**src/rtl/dio_irq_pkg.sv**
```systemverilog
package dio_irq_pkg;

  localparam int STAT_W     = 16;
  // status bit positions
  localparam int ST_TMR     = 0;
  localparam int ST_DAC     = 1;
  localparam int ST_ADC     = 2;
  localparam int ST_CNT_LO  = 3;
  localparam int N_CNT      = 4;
  localparam int ST_AUX     = 7;
  localparam int ST_DIO_LO  = 8;
  // control word field positions
  localparam int CF_HI_EDGE = 8;
  localparam int CF_DIR_LO  = 10;
  localparam int CF_EDGE_LO = 12;

  // status bits that may raise the request line
  localparam logic [STAT_W-1:0] IRQ_MASK = ~(STAT_W'(1) << ST_AUX);

  // one bit of edge detection: falling=1 looks for 1->0, else 0->1
  function automatic logic edge_hit(input logic now_v, input logic prev_v,
                                    input logic falling);
    return falling ? (prev_v & ~now_v) : (now_v & ~prev_v);
  endfunction

  // request reduction over status, enables and the drive mask
  function automatic logic irq_any(input logic [STAT_W-1:0] st,
                                   input logic [STAT_W-1:0] en);
    return |(st & en & IRQ_MASK);
  endfunction

  // sticky status update: events beat clears
  function automatic logic [STAT_W-1:0] sticky_next(input logic [STAT_W-1:0] cur,
                                                    input logic [STAT_W-1:0] clr,
                                                    input logic [STAT_W-1:0] set);
    return (cur & ~clr) | set;
  endfunction

endpackage

```
**src/rtl/dio_sync.sv**
```systemverilog
module dio_sync #(
  parameter int W      = 8,
  parameter int STAGES = 2
) (
  input  logic         clk,
  input  logic         rst_n,
  input  logic [W-1:0] d,
  output logic [W-1:0] q
);

  logic [W-1:0] stg [STAGES];

  always_ff @(posedge clk) begin
    if (!rst_n) begin
      for (int k = 0; k < STAGES; k++) stg[k] <= '0;
    end else begin
      stg[0] <= d;
      for (int k = 1; k < STAGES; k++) stg[k] <= stg[k-1];
    end
  end

  assign q = stg[STAGES-1];

endmodule

```
**src/rtl/dio_port.sv**
```systemverilog
module dio_port
  import dio_irq_pkg::*;
#(
  parameter int GRP_W  = 4,
  parameter int N_GRP  = 2,
  parameter int SYNC_N = 2,
  localparam int DW    = GRP_W * N_GRP
) (
  input  logic              clk,
  input  logic              rst_n,
  input  logic              cfg_wr,
  input  logic [STAT_W-1:0] cfg_wdata,
  input  logic              dout_wr,
  input  logic [DW-1:0]     dout_wdata,
  input  logic [DW-1:0]     pad_in,
  output logic [DW-1:0]     pad_out,
  output logic [DW-1:0]     pad_oe,
  output logic [DW-1:0]     rd_data,
  output logic [DW-1:0]     edge_ev
);

  logic [N_GRP-1:0] dir_q;
  logic [DW-1:0]    sel_q;
  logic [DW-1:0]    sel_d;
  logic [DW-1:0]    oe_w;
  logic [DW-1:0]    out_q;
  logic [DW-1:0]    pin_val;
  logic [DW-1:0]    sync_q;
  logic [DW-1:0]    prev_q;

  // per-line edge select: first group per bit, later groups share one bit
  for (genvar g = 0; g < N_GRP; g++) begin : g_grp
    for (genvar i = 0; i < GRP_W; i++) begin : g_bit
      if (g == 0) begin : g_own
        assign sel_d[g*GRP_W+i] = cfg_wdata[CF_EDGE_LO+i];
      end else begin : g_shared
        assign sel_d[g*GRP_W+i] = cfg_wdata[CF_HI_EDGE];
      end
      assign oe_w[g*GRP_W+i] = dir_q[g];
    end
  end

  always_ff @(posedge clk) begin
    if (!rst_n) begin
      dir_q <= '0;
      sel_q <= '0;
    end else if (cfg_wr) begin
      for (int g = 0; g < N_GRP; g++) dir_q[g] <= cfg_wdata[CF_DIR_LO+g];
      sel_q <= sel_d;
    end
  end

  // output register: only output-configured lines take the write
  always_ff @(posedge clk) begin
    if (!rst_n)       out_q <= '0;
    else if (dout_wr) out_q <= (dout_wdata & oe_w) | (out_q & ~oe_w);
  end

  // value seen on the pin, whichever side drives it
  assign pin_val = (oe_w & out_q) | (~oe_w & pad_in);

  dio_sync #(.W(DW), .STAGES(SYNC_N)) u_sync (
    .clk  (clk),
    .rst_n(rst_n),
    .d    (pin_val),
    .q    (sync_q)
  );

  always_ff @(posedge clk) begin
    if (!rst_n) prev_q <= '0;
    else        prev_q <= sync_q;
  end

  always_comb begin
    for (int i = 0; i < DW; i++) edge_ev[i] = edge_hit(sync_q[i], prev_q[i], sel_q[i]);
  end

  assign pad_oe  = oe_w;
  assign pad_out = out_q;
  assign rd_data = (oe_w & out_q) | (~oe_w & sync_q);


  oe_hold_chk: assert property (@(posedge clk) disable iff (!rst_n)
    !cfg_wr |=> $stable(pad_oe));


  in_line_keep_chk: assert property (@(posedge clk) disable iff (!rst_n)
    dout_wr |=> ((pad_out ^ $past(pad_out)) & ~$past(pad_oe)) == '0);


  out_idle_chk: assert property (@(posedge clk) disable iff (!rst_n)
    !dout_wr |=> $stable(pad_out));

endmodule

```
**src/rtl/irq_status.sv**
```systemverilog
module irq_status
  import dio_irq_pkg::*;
#(
  parameter int DW = 8
) (
  input  logic              clk,
  input  logic              rst_n,
  input  logic [DW-1:0]     dio_ev,
  input  logic              tmr_evt,
  input  logic              dac_evt,
  input  logic              adc_evt,
  input  logic              aux_evt,
  input  logic [N_CNT-1:0]  cnt_lvl,
  input  logic              ien_wr,
  input  logic [STAT_W-1:0] ien_wdata,
  input  logic              clr_wr,
  input  logic [STAT_W-1:0] clr_wdata,
  output logic [STAT_W-1:0] stat_q,
  output logic [STAT_W-1:0] ien_q,
  output logic              irq
);

  localparam logic [STAT_W-1:0] CNT_MASK = STAT_W'(((1 << N_CNT) - 1) << ST_CNT_LO);
  localparam logic [STAT_W-1:0] STICKY   = ~CNT_MASK;

  logic [STAT_W-1:0] set_vec;
  logic [STAT_W-1:0] clr_vec;
  logic [STAT_W-1:0] cnt_vec;
  logic [STAT_W-1:0] stat_d;

  // counter k lands on bit ST_CNT_LO + N_CNT-1-k
  for (genvar k = 0; k < N_CNT; k++) begin : g_cnt
    assign cnt_vec[ST_CNT_LO+N_CNT-1-k] = cnt_lvl[k];
  end
  for (genvar b = 0; b < STAT_W; b++) begin : g_fill
    if (b < ST_CNT_LO || b >= ST_CNT_LO + N_CNT) begin : g_z
      assign cnt_vec[b] = 1'b0;
    end
  end

  always_comb begin
    set_vec = '0;
    set_vec[ST_TMR] = tmr_evt;
    set_vec[ST_DAC] = dac_evt;
    set_vec[ST_ADC] = adc_evt;
    set_vec[ST_AUX] = aux_evt;
    set_vec[ST_DIO_LO +: DW] = dio_ev;
  end

  assign clr_vec = clr_wr ? clr_wdata : '0;
  assign stat_d  = (sticky_next(stat_q, clr_vec, set_vec) & STICKY) | cnt_vec;

  always_ff @(posedge clk) begin
    if (!rst_n) begin
      stat_q <= '0;
      ien_q  <= '0;
    end else begin
      stat_q <= stat_d;
      if (ien_wr) ien_q <= ien_wdata;
    end
  end

  assign irq = irq_any(stat_q, ien_q);


  sticky_hold_chk: assert property (@(posedge clk) disable iff (!rst_n)
    1'b1 |=> ((($past(stat_q) & ~$past(clr_vec)) & STICKY & ~stat_q) == '0));


  set_wins_chk: assert property (@(posedge clk) disable iff (!rst_n)
    (set_vec != '0) |=> ((stat_q & $past(set_vec)) == $past(set_vec)));


  aux_silent_chk: assert property (@(posedge clk) disable iff (!rst_n)
    ((stat_q & ien_q) == (STAT_W'(1) << ST_AUX)) |-> !irq);


  mask_drop_chk: assert property (@(posedge clk) disable iff (!rst_n)
    (ien_wr && ien_wdata == '0) |=> !irq);

endmodule

```
**src/rtl/dio_irq_ctrl.sv**
```systemverilog
module dio_irq_ctrl
  import dio_irq_pkg::*;
#(
  parameter int GRP_W  = 4,
  parameter int N_GRP  = 2,
  parameter int SYNC_N = 2,
  localparam int DW    = GRP_W * N_GRP
) (
  input  logic              clk,
  input  logic              rst_n,
  input  logic              cfg_wr,
  input  logic [STAT_W-1:0] cfg_wdata,
  input  logic              dout_wr,
  input  logic [DW-1:0]     dout_wdata,
  output logic [DW-1:0]     rd_data,
  input  logic [DW-1:0]     pad_in,
  output logic [DW-1:0]     pad_out,
  output logic [DW-1:0]     pad_oe,
  input  logic              tmr_evt,
  input  logic              dac_evt,
  input  logic              adc_evt,
  input  logic              aux_evt,
  input  logic [N_CNT-1:0]  cnt_lvl,
  input  logic              ien_wr,
  input  logic [STAT_W-1:0] ien_wdata,
  input  logic              clr_wr,
  input  logic [STAT_W-1:0] clr_wdata,
  output logic [STAT_W-1:0] stat_o,
  output logic [STAT_W-1:0] ien_o,
  output logic              irq_o
);

  // edge events between the port and the status unit
  logic [DW-1:0] dio_ev;

  dio_port #(.GRP_W(GRP_W), .N_GRP(N_GRP), .SYNC_N(SYNC_N)) u_port (
    .clk       (clk),
    .rst_n     (rst_n),
    .cfg_wr    (cfg_wr),
    .cfg_wdata (cfg_wdata),
    .dout_wr   (dout_wr),
    .dout_wdata(dout_wdata),
    .pad_in    (pad_in),
    .pad_out   (pad_out),
    .pad_oe    (pad_oe),
    .rd_data   (rd_data),
    .edge_ev   (dio_ev)
  );

  irq_status #(.DW(DW)) u_stat (
    .clk      (clk),
    .rst_n    (rst_n),
    .dio_ev   (dio_ev),
    .tmr_evt  (tmr_evt),
    .dac_evt  (dac_evt),
    .adc_evt  (adc_evt),
    .aux_evt  (aux_evt),
    .cnt_lvl  (cnt_lvl),
    .ien_wr   (ien_wr),
    .ien_wdata(ien_wdata),
    .clr_wr   (clr_wr),
    .clr_wdata(clr_wdata),
    .stat_q   (stat_o),
    .ien_q    (ien_o),
    .irq      (irq_o)
  );


  edge_to_stat_chk: assert property (@(posedge clk) disable iff (!rst_n)
    (dio_ev != '0) |=> ((stat_o[ST_DIO_LO +: DW] & $past(dio_ev)) == $past(dio_ev)));

endmodule

```
**config.mk**
```make
export PLATFORM = sky130hd
export DESIGN_NAME = dio_irq_ctrl
export DESIGN_NICKNAME = d
export VERILOG_FILES = /design/src/rtl/dio_irq_pkg.sv /design/src/rtl/dio_sync.sv /design/src/rtl/dio_port.sv /design/src/rtl/irq_status.sv /design/src/rtl/dio_irq_ctrl.sv
export SDC_FILE = /design/constraint.sdc
export NUM_CORES = 1
export LEC_CHECK = 0
export BUFFER_PORTS_ARGS = -buffer_cell sky130_fd_sc_hd__buf_2
export CAP_MARGIN = 25
export CELL_PAD_IN_SITES_DETAIL_PLACEMENT = 1
export CELL_PAD_IN_SITES_GLOBAL_PLACEMENT = 1
export CORE_ASPECT_RATIO = 1.1
export CORE_MARGIN = 1
export CORE_UTILIZATION = 25
export DETAILED_ROUTE_END_ITERATION = 7
export GPL_TIMING_DRIVEN = 0
export PLACE_DENSITY = 0.65
export SETUP_SLACK_MARGIN = 0.15
export SYNTH_ARGS = -nofsm -noshare
export SYNTH_HDL_FRONTEND = slang
export SYNTH_SLANG_ARGS = --single-unit
```
**constraint.sdc**
```tcl
create_clock -name clk -period 1.15 [get_ports clk]
set_input_delay 0.1725 -clock clk [delete_from_list [all_inputs] [get_ports clk]]
set_output_delay 0.1725 -clock clk [all_outputs]
set_load 0.02 [all_outputs]
```
==> Yosys cells after proc, flatten, opt, wreduce, memory -nomap -nowiden <==
Memory sizes are Yosys's and may differ from the RTL's.
Index checks and enable logic that the tools add are counted.
W data, S select, Z words.
{ "totals": {"ram_bits": 16, "out_inout_bits": 57, "wordCells": 69, "inputBits": 78, "ff_bits": 55, "mem_count": 1} }
{ "op_classes": {"n_mux": 13, "n_reduce_logical": 1, "bitwise": 48} }
{ "mem_list": {"columns": ["name", "words", "word_bits", "rd", "rd_clocked_by_memory_dff", "write_ports", "line", "text"], "rows": [
  ["u_port.u_sync.stg", 2, 8, 2, 0, 2, "dio_sync.sv:11", "logic [W-1:0] stg [STAGES];"]
]} }
{ "op_table": {"columns": ["operator", "count"], "rows": [
  ["$and A8 B8 Y8", 5],
  ["$and A16 B16 Y16", 2],
  ["$or A8 B8 Y8", 3],
  ["$and A1 B1 Y1", 16],
  ["$mux W16", 1],
  ["$mux W8", 2],
  ["$not A1 Y1", 16],
  ["$not A16 Y16", 1],
  ["$or A16 B16 Y16", 1],
  ["$or A16 B7 Y16", 1],
  ["$reduce_or A15 Y1", 1],
  ["$mux W1", 10],
  ["$not A8 Y8", 1],
  ["$or A1 B1 Y1", 2]
]} }

==> Depth between registers and ports, before layout <==
An unclocked memory read counts as a cell.
{ "logic_depth": {"word_depth": 6, "mapped_depth": 4, "ltp_nobuf": 3} }

==> Hierarchy <==
From an unflattened synthesis, not the netlist that was laid out.
{ "hier_totals": {"hier_cells": 311, "area_unflattened_um2": 3006.6} }
{ "modules_own_cells": {"columns": ["mod", "n_inst", "cells_each", "area_per_inst_um2", "seq_area_each_um2"], "rows": [
  ["dio_port", 1, 151, 1281.2, 460.4],
  ["irq_status", 1, 119, 1218.7, 640.6],
  ["dio_sync", 1, 41, 506.7, 320.3]
]} }

==> Least setup slack after synthesis <==
No wires, ideal clock.
{ "synth_path": {"path_type": "register to output", "start": "register u_port.dir_q[1]", "end": "output rd_data[4]", "path_buffers": 2, "t_required_ps": 978, "slack_ps": -241, "arrival_ps": 1218, "path_stages_with_launch": 4, "path_cell_list": "dfxtp_1 -> buf_2 -> buf_4 -> o21ai_0"} }
{ "synth_via": {"elab_chain_len": 3, "elab_cells_between_ends": 4} }
{ "synth_lines": {"columns": ["element", "line", "text"], "rows": [
  ["from (decl)", "dio_port.sv:22", "logic [N_GRP-1:0] dir_q;"],
  ["from (signal assigned)", "dio_port.sv:45", "dir_q <= '0;"],
  ["$not A8 Y8", "dio_port.sv:80", "assign rd_data = (oe_w & out_q) | (~oe_w & sync_q);"],
  ["$and A8 B8 Y8", "dio_port.sv:80", null],
  ["$or A8 B8 Y8 (*)", "dio_port.sv:80", null],
  ["to (decl)", "dio_irq_ctrl.sv:15", "output logic [DW-1:0] rd_data,"]
]} }
Every way passes the cells marked *; elsewhere a longest branch is shown, timed or not.

==> Worst setup path in the final report <==
{ "layout_path": {"start": "register u_stat.ien_q[9]", "end": "output irq_o"} }
{ "layout_via": {"elab_chain_len": 2} }
{ "layout_lines": {"columns": ["element", "line", "text"], "rows": [
  ["from (decl)", "irq_status.sv:19", "output logic [STAT_W-1:0] ien_q,"],
  ["from (signal assigned)", "irq_status.sv:59", "if (ien_wr) ien_q <= ien_wdata;"],
  ["$and A16 B16 Y16", "dio_irq_pkg.sv:29", "return |(st & en & IRQ_MASK);"],
  ["$reduce_or A15 Y1", "dio_irq_pkg.sv:29", null],
  ["to (decl)", "dio_irq_ctrl.sv:30", "output logic irq_o"]
]} }
No other way between the ends.

==> summary.md <==
| Metric | Value |
|---|---|
| Hold WS | `0.0659 ns` |
| Critical path buffer and inverter count | `1` |
| Crit path DAT | `1.57 ns` |
| Slowest stage cell, crit path | `a222oi_1` |
| Dominant synthesized flop cell | `dfxtp_1` |
| Cell breakdown of the critical path | `a222oi_1, and3_1, nand4_1, buf_6` |
| Switching part of the total | `25.5%` |
| CTS tree | `yes` |
| Slew HR | `63.2%` |
| Yosys warns | `0` |
| Worst Hold Launch | `cnt_lvl[3]` |
| Register-to-Register Path Depth | `6` |
| Final instance area | `0.00474 sq mm` |
| Starting DRT DRC Count | `41` |
| Combinational Power Share | `16.6%` |
| First-pass DRT Iterations | `4` |
| Worst-Margin Slew | `0.552 ns` |
| Clk_skew | `0.00603 ns` |
| IO buf count | `118` |
| Worst Hold Class | `in2reg` |
| Mapped Avg Cell Area | `9.67 sq um` |
| # DRC | `0` |
| Die area | `0.0115 sq mm` |
| Clk sinks | `71` |
| Slew Limit Fails | `0` |
| Origin of the critical flop-to-flop path | `u_port.dir_q[1]` |
| Cells after Synth | `287` |
| Register-to-register setup slack | `0.06 ns` |
| Crit-path max FO | `2` |
| Routed Antenna Nets | `0` |
| Mapped Area | `0.00278 sq mm` |
| Clock power frac | `40.2%` |
| Yosys top cell area share | `51.2%` |
| Die X | `102 um` |
| CTS clk-pin slew, worst paths | `0.05 ns` |
| Area growth from synthesis to layout | `70.7%` |
| Buffers from clock root to sink, at most | `2` |
| Period minus WS final | `1.75 ns` |
| Post-DP Area | `0.00370 sq mm` |
| Number of flops mapped to enable cells by yosys | `0` |
| CP required | `0.98 ns` |
| Hold_buf cts | `0` |
| IO Pins | `135` |
| Hold path depth | `2` |
| Clock latency on the worst-skew pair | `0.32 ns` |
| Status | `complete, but fails checks` |
| Cell family with most CP delay | `compound AO/OA/AOI/OAI gates` |
| FF+latch count, synth | `71` |
| Slowest cell delay on critical path | `0.43 ns` |
| H-Tree Depth | `3` |
| Total power | `0.00620 W` |
| Fin nets | `511` |
| Internal | `0.00462 W` |
| VDD IR max | `0.000559 V` |
| Crit path capture type | `output port` |
| Worst path depth | `4` |
| Routability cong. | `0.698` |
| Vias in the first global route | `2660` |
| DR vias | `2501` |
| Cell taking the most area after synthesis | `dfxtp_1` |
| WL/cell | `15.0 um` |
| Hold Fails Final Rpt | `0` |
| Final period utilization | `152%` |
| Gr ovfl total | `0` |
| Root Driver | `clkbuf_16` |
| Number of cell rows | `39` |
| Commonest cells in the netlist | `71 x dfxtp_1, 30 x nand2_1, 27 x nor2b_1` |
| Pin count of the biggest net entering global routing | `12` |
| Pwr/cell area | `1310 mW/mm^2` |
| Critical path class | `reg2out` |
| Fraction of layout cells with a size suffix above 1 | `54.7%` |
| First-pass GRT wire length | `13400 um` |
| Ant. Diodes | `0` |
| Share of total power in sequential cells | `43.1%` |
| Share of synthesized registers carrying an async set or reset | `0%` |
| Max_cap viols | `0` |
| Leakage | `2.08 nW` |
| Fin util | `44.7%` |
| Largest cells by area after synthesis | `dfxtp_1 51%, mux2i_1 8.3%, nor2b_1 6.1%` |
| DP HPWL | `6260 um` |
| Top-count cell post-synth | `dfxtp_1` |
| Avg Vias per Cell | `4.31` |
| P_sw | `0.00158 W` |
| Initial Utilization | `26.2%` |
| Sequential-to-total area share from yosys stat | `51.2%` |
| Final Setup Violations | `16` |
| Final WS setup | `-0.597 ns` |
| Chip height | `113 um` |
| F_max | `573 MHz` |
| RSZ-0062 raised after global routing | `yes` |
| Worst r2r dst | `u_port.u_sync.stg[0][7]` |
| Startpoint types | `flip-flop` |
| Post-synth cell types | `26` |
| Total core area | `0.0106 sq mm` |
| Synthesized Nets | `365` |
| Routed WL | `8720 um` |
| Worst hold endpoint | `u_stat.stat_q[3]` |
| Initial antenna violation count | `0` |
| CTS buffer count | `9` |
| Failing checks | `setup timing` |
| GR Util All Layers | `15.5%` |
==> worst register-to-register path, delay by kind of cell (launching register included) <==
kind	cells	cell delay, ns
AO/OA/AOI/OAI	1	0.14
buffers and inverters	4	0.47
flip-flops	1	0.36
AND/OR/NAND/NOR	1	0.06
==> power by group through the flow <==
stage	Sequential [W]	Clock [W]	Combinational, W
final	0.00267	0.00250	0.00103
after global routing	0.00269	0.00271	0.00111
after CTS	0.00268	0.00258	0.000970
after floorplan	0.00280	0	0.000389
after global placement	0.00272	0	0.000771
after detailed placement	0.00272	0	0.000784
==> metrics by stage <==
step	setup slack (ns)	std cells	TNS, ns
after CTS	-0.692	576	-3.23
after detailed placement	-0.368	548	-0.393
after floorplan	-0.0640	287	-0.0640
after global placement	-0.325	548	-0.331
after global routing	-0.652	580	-3.92
final	-0.597	580	-3.33
==> placed cells by master, fill, tap and decap left out, types with 14 or more instances in the layout <==
| cell type | instances |
|---|---|
| a21boi_1 | 15 |
| and2_1 | 20 |
| buf_2 | 64 |
| buf_4 | 28 |
| buf_6 | 52 |
| dfxtp_1 | 33 |
| dfxtp_2 | 24 |
| dfxtp_4 | 14 |
| mux2i_1 | 23 |
| nand2_1 | 17 |
| nand3_1 | 14 |
| nor2b_1 | 27 |
==> cell type report <==
cell class	count	area, sq um
fill	1212	5850
sequential	71	1500
multi-input combinational	185	1460
timing repair buffer	135	1080
clock buffer	11	243
buffer	23	218
tap	143	179
inverter	8	30.0
clock inverter	4	22.5
==> how the worst max path moves through the flow <==
stage                startpoint  endpoint  slack, ns
3_3_place_gp   u_stat.stat_q[9]     irq_o      -0.32
5_1_grt         u_stat.ien_q[9]     irq_o      -0.65
3_5_place_dp   u_stat.stat_q[9]     irq_o      -0.37
2_1_floorplan  u_stat.stat_q[9]     irq_o      -0.06
4_1_cts         u_stat.ien_q[9]     irq_o      -0.69
6_report        u_stat.ien_q[9]     irq_o      -0.60
==> per-layer routing <==
layer	share of wire, %	global-route usage, %	vias up
li1	-	-	1248
met2	51	27.2	87
met5	0	0	-
met4	0.93	5.71	0
met1	42	18.7	1161
met3	5.6	2.74	5
==> cells by family (layout without fill, tap and decap cells) <==
group,after synthesis,count (layout),share of synthesized area (%)
flip-flops,71,71,51.2
AND/OR/NAND/NOR,111,111,21.8
multiplexers,23,23,8.30
AO/OA/AOI/OAI,51,51,12.3
buffers and inverters,31,181,6.40
==> timing repair <==
| item | 4_1_cts | 5_1_grt |
|---|---|---|
| gates resized for setup | 140 | 60 |
| gates cloned | 2 | 0 |
| setup endpoints to repair | 56 | 59 |
| setup buffers | 11 | 4 |
| hold endpoints to repair | 0 | 0 |
| pin swaps | 8 | 18 |
No activity file was read; power rests on OpenSTA's default activity.
